**src/rtl/hcl_pkg.sv**
```systemverilog
package hcl_pkg;
  parameter int WORD_W = 24;
  parameter int ADDR_W = 2;
  parameter int PAY_W  = WORD_W - ADDR_W;
  parameter int M_W    = 15;
  parameter int A_W    = 4;
  parameter int GAIN_W = 2;
  parameter int RDIV_W = 13;
  parameter int PD_W   = 2;

  typedef struct packed {
    logic              sense;
    logic [GAIN_W-1:0] gain;
    logic [M_W-1:0]    m;
    logic [A_W-1:0]    a;
  } freq_t;

  typedef struct packed {
    logic              presc;
    logic [PD_W-1:0]   pd;
    logic [RDIV_W-1:0] rdiv;
  } ref_t;

  localparam int FREQ_BITS = $bits(freq_t);
  localparam int REF_BITS  = $bits(ref_t);

  typedef enum logic [ADDR_W-1:0] {
    DST_F1  = 2'b00,
    DST_F2  = 2'b01,
    DST_A   = 2'b10,
    DST_REF = 2'b11
  } dst_e;
endpackage

```
**src/rtl/hcl_sync.sv**
```systemverilog
module hcl_sync #(
  parameter int STAGES = 2
) (
  input  logic clk,
  input  logic rst_n,
  input  logic ser_clk,
  input  logic ser_en,
  input  logic ser_data,
  output logic shift_evt,
  output logic xfer_evt,
  output logic data_s
);
  // bit 2: shift clock, bit 1: enable, bit 0: data
  logic [STAGES-1:0][2:0] chain;
  logic                   clk_prev;
  logic                   en_prev;
  logic [2:0]             tail;

  always_ff @(posedge clk or negedge rst_n) begin
    if (!rst_n) chain[0] <= '0;
    else        chain[0] <= {ser_clk, ser_en, ser_data};
  end

  for (genvar g = 1; g < STAGES; g++) begin : g_stage
    always_ff @(posedge clk or negedge rst_n) begin
      if (!rst_n) chain[g] <= '0;
      else        chain[g] <= chain[g-1];
    end
  end

  assign tail = chain[STAGES-1];

  always_ff @(posedge clk or negedge rst_n) begin
    if (!rst_n) begin
      clk_prev <= 1'b0;
      en_prev  <= 1'b0;
    end else begin
      clk_prev <= tail[2];
      en_prev  <= tail[1];
    end
  end

  assign shift_evt = tail[2] & ~clk_prev & tail[1];
  assign xfer_evt  = ~tail[1] & en_prev;
  assign data_s    = tail[0];

  p_evt_excl_r4: assert property (@(posedge clk) disable iff (!rst_n)
    !(shift_evt && xfer_evt));
endmodule

```
**src/rtl/hcl_shifter.sv**
```systemverilog
module hcl_shifter import hcl_pkg::*; (
  input  logic              clk,
  input  logic              rst_n,
  input  logic              shift,
  input  logic              din,
  output logic [WORD_W-1:0] word
);
  always_ff @(posedge clk or negedge rst_n) begin
    if (!rst_n)     word <= '0;
    else if (shift) word <= {word[WORD_W-2:0], din};
  end

  p_sr_idle_r3: assert property (@(posedge clk) disable iff (!rst_n)
    !shift |=> $stable(word));
  p_sr_move_r2: assert property (@(posedge clk) disable iff (!rst_n)
    shift |=> word[WORD_W-1:1] == $past(word[WORD_W-2:0]));
endmodule

```
**src/rtl/hcl_banks.sv**
```systemverilog
module hcl_banks import hcl_pkg::*; (
  input  logic              clk,
  input  logic              rst_n,
  input  logic              xfer,
  input  logic [WORD_W-1:0] word,
  output freq_t             f1,
  output freq_t             f2,
  output ref_t              rf,
  output logic [A_W-1:0]    abuf
);
  localparam int NDST = 1 << ADDR_W;

  logic [PAY_W-1:0] payload;
  dst_e             dst;
  logic [NDST-1:0]  we;

  assign payload = word[WORD_W-1:ADDR_W];
  assign dst     = dst_e'(word[ADDR_W-1:0]);

  for (genvar g = 0; g < NDST; g++) begin : g_we
    assign we[g] = xfer && (word[ADDR_W-1:0] == g);
  end

  always_ff @(posedge clk or negedge rst_n) begin
    if (!rst_n) begin
      f1   <= '0;
      f2   <= '0;
      rf   <= '0;
      abuf <= '0;
    end else begin
      if (we[DST_F1])  f1   <= freq_t'(payload[FREQ_BITS-1:0]);
      if (we[DST_F2])  f2   <= freq_t'(payload[FREQ_BITS-1:0]);
      if (we[DST_REF]) rf   <= ref_t'(payload[REF_BITS-1:0]);
      if (we[DST_A])   abuf <= payload[A_W-1:0];
    end
  end

  p_one_dest_r4: assert property (@(posedge clk) disable iff (!rst_n)
    $onehot0(we));
  p_f1_load_r4: assert property (@(posedge clk) disable iff (!rst_n)
    (xfer && dst == DST_F1) |=> f1 == $past(payload[FREQ_BITS-1:0]));
  p_f2_keep_r4: assert property (@(posedge clk) disable iff (!rst_n)
    (xfer && dst != DST_F2) |=> $stable(f2));
  p_hold_r8: assert property (@(posedge clk) disable iff (!rst_n)
    !xfer |=> ($stable(f1) && $stable(f2) && $stable(rf) && $stable(abuf)));
endmodule

```
**src/rtl/hcl_select.sv**
```systemverilog
module hcl_select import hcl_pkg::*; (
  input  logic  clk,
  input  logic  rst_n,
  input  logic  boundary,
  input  logic  sel_f1,
  input  freq_t f1,
  input  freq_t f2,
  output freq_t act,
  output logic  act_is_f1
);
  always_ff @(posedge clk or negedge rst_n) begin
    if (!rst_n) begin
      act       <= '0;
      act_is_f1 <= 1'b0;
    end else if (boundary) begin
      act       <= sel_f1 ? f1 : f2;
      act_is_f1 <= sel_f1;
    end
  end

  p_hold_between_r9: assert property (@(posedge clk) disable iff (!rst_n)
    !boundary |=> ($stable(act) && $stable(act_is_f1)));
  p_pick_f1_r9: assert property (@(posedge clk) disable iff (!rst_n)
    (boundary && sel_f1) |=> act == $past(f1));
  p_pick_f2_r9: assert property (@(posedge clk) disable iff (!rst_n)
    (boundary && !sel_f1) |=> act == $past(f2));
endmodule

```
**src/rtl/hop_cfg_loader.sv**
```systemverilog
module hop_cfg_loader import hcl_pkg::*; #(
  parameter int SYNC_STAGES = 2
) (
  input  logic              clk,
  input  logic              rst_n,
  input  logic              ser_clk,
  input  logic              ser_en,
  input  logic              ser_data,
  input  logic              bank_sel,
  input  logic              cyc_end,
  output logic [M_W-1:0]    div_m,
  output logic [A_W-1:0]    div_a,
  output logic [GAIN_W-1:0] cp_gain,
  output logic              pd_sense,
  output logic [RDIV_W-1:0] ref_div,
  output logic [PD_W-1:0]   pd_enable,
  output logic              presc_wide,
  output logic [A_W-1:0]    a_buf,
  output logic              bank_is_f1
);
  logic              shift_evt;
  logic              xfer_evt;
  logic              data_s;
  logic [WORD_W-1:0] word;
  freq_t             f1;
  freq_t             f2;
  freq_t             act;
  ref_t              rf;

  hcl_sync #(.STAGES(SYNC_STAGES)) u_sync (
    .clk(clk), .rst_n(rst_n), .ser_clk(ser_clk), .ser_en(ser_en),
    .ser_data(ser_data), .shift_evt(shift_evt), .xfer_evt(xfer_evt),
    .data_s(data_s)
  );

  hcl_shifter u_shift (
    .clk(clk), .rst_n(rst_n), .shift(shift_evt), .din(data_s), .word(word)
  );

  hcl_banks u_banks (
    .clk(clk), .rst_n(rst_n), .xfer(xfer_evt), .word(word),
    .f1(f1), .f2(f2), .rf(rf), .abuf(a_buf)
  );

  hcl_select u_sel (
    .clk(clk), .rst_n(rst_n), .boundary(cyc_end), .sel_f1(bank_sel),
    .f1(f1), .f2(f2), .act(act), .act_is_f1(bank_is_f1)
  );

  // narrow prescaler mode uses one fewer A-count bit
  assign div_a      = rf.presc ? act.a : {1'b0, act.a[A_W-2:0]};
  assign div_m      = act.m;
  assign cp_gain    = act.gain;
  assign pd_sense   = act.sense;
  assign ref_div    = rf.rdiv;
  assign pd_enable  = rf.pd;
  assign presc_wide = rf.presc;
endmodule

```
**config.mk**
```make
export PLATFORM = sky130hd
export DESIGN_NAME = hop_cfg_loader
export DESIGN_NICKNAME = d
export VERILOG_FILES = /design/src/rtl/hcl_pkg.sv /design/src/rtl/hcl_sync.sv /design/src/rtl/hcl_shifter.sv /design/src/rtl/hcl_banks.sv /design/src/rtl/hcl_select.sv /design/src/rtl/hop_cfg_loader.sv
export SDC_FILE = /design/constraint.sdc
export NUM_CORES = 1
export LEC_CHECK = 0
export ABC_AREA = 1
export BUFFER_PORTS_ARGS = -buffer_cell sky130_fd_sc_hd__clkbuf_2
export CORE_MARGIN = 5
export CORE_UTILIZATION = 40
export CTS_CLUSTER_DIAMETER = 200
export DETAILED_ROUTE_END_ITERATION = 7
export GPL_ROUTABILITY_DRIVEN = 0
export PLACE_DENSITY = 0.69
export SYNTH_ARGS = -nofsm -noshare
export SYNTH_HDL_FRONTEND = slang
export SYNTH_SLANG_ARGS = --single-unit
```
**constraint.sdc**
```tcl
create_clock -name clk -period 1.3 [get_ports clk]
set_input_delay 0.13 -clock clk [delete_from_list [all_inputs] [get_ports clk]]
set_output_delay 0.13 -clock clk [all_outputs]
set_load 0.05 [all_outputs]
```
---- Word-level counts from Yosys, hierarchy flattened ----
Cells that the tools add are included.
storage, ports and cells
  output and inout bits ................... 43
  ROM bits ................................ 0
  RAM bits ................................ 0
  register bits after elaboration ......... 119
  bits of input ports ..................... 7
  latch bits .............................. 0
  memories kept ........................... 0
cells by class
  bitwise logic cells ..................... 5
  equal/unequal tests ..................... 3
  shift-type cells ........................ 0
  div/mod/pow operators ................... 0
  reductions and logical operators ........ 5
  muxes and demuxes ....................... 2
  add/sub/neg operators ................... 0
  $lt $le $gt $ge ......................... 0
  multiply operators ...................... 0
operators with widths
  cell                                                  count
  2-to-1 mux 22 bit                                     1
  equality test 2 bit (second input constant)           2
  logical AND 1 bit                                     4
  2-to-1 mux 4 bit                                      1
  AND 1 bit                                             3
  equality test 2 x 1 -> 1 bit (second input constant)  1
  logical NOT 2 bit                                     1
  NOT 1 bit                                             2

---- Longest topological paths before layout ----
  word-level depth ........................ 3
  gate-level depth with buffers ........... 6

---- Cells and area by module ----
From an unflattened synthesis, not the netlist that was laid out.
second synthesis, totals
  cell total of the unflattened synthesis .. 590
  area, all modules ....................... 5046.1 um^2
by module, submodules not included
  module          instances  cells each  sequential area each (um^2)  area an instance (um^2)
  hcl_banks       1          285         1601.5                       2586.2
  hcl_select      1          189         575.6                        1255.0
  hcl_shifter     1          102         600.6                        979.7
  hcl_sync        1          12          200.2                        217.7
  hop_cfg_loader  1          2           0.0                          7.5

---- Worst setup path after synthesis ----
No wires, ideal clock.
  kind .................................... flip-flop to output port
  start point ............................. register, netlist name u_banks.rf[15]
  end point ............................... output div_a[3]
  cell stages (with the launch flop) ...... 3
  path buffers ............................ 0
  data arrival time ....................... 1039 ps
  path slack .............................. 131 ps
  cell sequence ........................... dfrtp_1 nand2_1 inv_1
on the way
  longest elaborated chain between the ends .. 1
ends and longest elaborated chain
  item              RTL line              text
  2-to-1 mux 4 bit  hop_cfg_loader.sv:51  assign div_a = rf.presc ? act.a : {1'b0, act.a[A_W-2:0]};
  to (decl)         hop_cfg_loader.sv:12  output logic [A_W-1:0] div_a,
Every way passes these cells.

---- Final worst setup path ----
  start point ............................. register, netlist name u_banks.rf[15]
  end point ............................... output presc_wide
RTL lines
  item       RTL line              text
  to (decl)  hop_cfg_loader.sv:17  output logic presc_wide,
No word-level cell between the ends.

==> flow_metrics.tcl <==
set metrics [dict create \
    yosys.cell_types.count 13 \
    fin_crit_sh_pct 98.3 \
    worst-path-buf-inv 1 \
    pre_cts_ws_ns 0.113 \
    p_clk_share_pct 47.4 \
    cts_tree "done" \
    fmax_mhz 782 \
    synth_cells 585 \
    finalClockSkew_ns 0.00935 \
    syn_nets 592 \
    grt_max_degree 75 \
    routed_wl_um 10400 \
    grt_use_total_pct 15.8 \
    die-area_mm2 0.0147 \
    internal_power_mw 7.78 \
    status "completed" \
    setup_viol 0 \
    crit_slowest_cell "dfrtp_1" \
    max_slew_margin_pct 74.1 \
    p_leak_nw 3.35 \
    drc 0 \
    cts-root-buf "clkbuf_16" \
    hpwl_um 6650 \
    insertion_delay_ns 0.40 \
    tightest_slew_ns 0.388 \
    ir_drop_uv 938 \
    ys_warn_count 0 \
    coreArea_mm2 0.0121 \
    combPwrFrac_pct 12.2 \
    fp.dieW_um 121 \
    start_util_pct 41.1 \
    grt-ovfl-total 0 \
    min_path_type "in -> async" \
    cp_top_family "flip-flops" \
    slew_violations 0 \
    p_total_mw 10.5 \
    numCtsBuffers 17 \
    crit_fanout 3 \
    cp.arrival_ns 1.15 \
    p_seq_share_pct 40.4 \
    crit_path_end_kind "output pin" \
    vias_per_cell 4.55 \
    maxCapViolations 0 \
    drtPass1Iterations 5 \
    io-pin-count 50 \
    syn_to_final_growth_pct 22.2 \
    fp.dieH_um 121 \
    power_density_mw_per_mm2 1730 \
    ant_nets 0 \
    crit_path_start_kind "flop" \
    hold_viol_final 0 \
    rsz0062_at_grt "yes" \
    synth-seq-cells 119 \
    antenna_cells 0 \
    whs_ns 0.145 \
    grt_first_pass_wirelength_um 18300 \
    critPathKind "reg -> out" \
    layout_common_cells "306 x nand2_1, 119 x dfrtp_1, 49 x nand3_1, 47 x clkbuf_2, 29 x inv_1" \
    nets 634 \
    io_buffers 49 \
    multi_input_area_mm2 0.00158 \
    cp.required_ns 1.17 \
    setup_ws_ns 0.0218 \
    swShare_pct 25.9 \
    grt_use_met2_pct 24.5 \
    htreeDepth 4 \
    met3_usage_pct 4.24 \
    cp_cell_sequence "clkbuf_2" \
    clock-sinks 119 \
    drt_iter0_drc 246 \
    finalSetupTns_ns 0 \
    antenna_found_initial 0 \
    layout_commonest_cell "nand2_1" \
    clk_pin_slew_ns 0.05 \
    row_count 40 \
    synth_area_mm2 0.00495 \
    ys_seq_area_share_pct 60.1 \
    p_sw_mw 2.72 \
    met1_usage_pct 20.9 \
    clock_path_buffers 2 \
    layout-drive-gt1-share_pct 16.4 \
    n_fill_cell 1125 \
    top_usage_layer "met2" \
    fin_crit_ns 1.28 \
    avgRoutedWirePerCell_um 12.9 \
    slowest_delay_ns 0.43 \
    register_area_mm2 0.00298 \
    synth_area_per_cell_um2 8.47 \
    via_count 3674 \
    grt_pass1_vias 3784 \
]
==> power by group through the flow <==
stage | registers (mW) | clock network [mW] | logic, mW
finish | 4.24 | 4.97 | 1.28
global route | 4.29 | 5.26 | 1.42
CTS | 4.25 | 5.05 | 1.30
detailed placement | 4.30 | 0 | 1.28
global placement | 4.29 | 0 | 1.25
floorplan | 4.48 | 0 | 0.698
==> Yosys cell counts <==
cell	number	area [um^2]
buf_1	3	11.3
buf_2	15	75.1
buf_4	22	165
clkbuf_1	8	30.0
dfrtp_1	119	2980
inv_1	30	113
inv_2	1	3.75
nand2_1	306	1150
nand2_2	2	12.5
nand3_1	49	245
nor2_2	2	12.5
nor2_4	3	33.8
o21ai_0	25	125
==> final cells by class <==
type | count | area share, %
Sequential cell | 119 | 49.2
Multi-Input combinational cell | 387 | 26.1
Timing Repair Buffer | 71 | 8.70
Clock buffer | 23 | 8.22
Tap cell | 168 | 3.47
Clock inverter | 8 | 2.36
Inverter | 31 | 1.92
==> worst paths after layout <==
| check | start | end | slack [ns] | cells past startpoint |
|---|---|---|---|---|
| max | u_banks.rf[15]$_DFFE_PN0P_ | presc_wide | 0.02 | 1 |
| min | rst_n | u_banks.rf[5]$_DFFE_PN0P_ | 0.14 | 2 |
| max reg2reg | u_sync.tail[1]$_DFF_PN0_ | u_banks.f1[9]$_DFFE_PN0P_ | 0.07 | 5 |
| min reg2reg | u_sync.chain[0]$_DFF_PN0_ | u_sync.tail[0]$_DFF_PN0_ | 0.35 | 0 |
| max in group asynchronous | rst_n | u_banks.f2[0]$_DFFE_PN0P_ | 0.49 | 3 |
| min in group clk | cyc_end | u_sel.act[3]$_DFFE_PN0P_ | 0.17 | 5 |
==> what timing repair did <==
action | 4_1_cts | 5_1_grt
hold buffers | 5 | 0
hold endpoints to repair | 123 | 0
cloned | 0 | 0
buffers inserted | 1 | 0
endpoints found under the setup margin | 1 | 7
resized for setup | 2 | 4
==> cells by family (layout without fill, tap and decap cells) <==
group	count (synthesis)	count (layout)	share of synthesized area, %
DFF	119	119	60.1
and+or+nand+nor	362	362	29.3
AOI/OAI and AO/OA	25	25	2.53
buffers and inverters	79	133	8.03
==> registers in the layout, summed over array words and instances, names as in the netlist <==
signal           count
u_banks.rf          16
u_sync.tail          3
u_banks.f1          22
u_sel.act_is_f1      1
u_sync.chain         3
u_sel.act           22
u_banks.abuf         4
u_sync.clk_prev      1
u_banks.f2          22
u_sync.en_prev       1
u_shift.word        24
==> through the flow <==
step | area, um^2 | cells | utilization (%)
6_report | 6050 | 807 | 50.2
5_1_grt | 6050 | 807 | 50.2
3_5_place_dp | 5340 | 770 | 44.3
2_1_floorplan | 4950 | 585 | -
4_1_cts | 6040 | 807 | 50.1
3_3_place_gp | 5340 | 770 | 44.3
==> routing by layer <==
metal,vias up,share of wire [%]
met5,-,0
met4,0,1.2
met3,10,5.1
met2,86,48
met1,1718,46
li1,1860,-
Note: power is estimated with default switching activity, not from simulation.
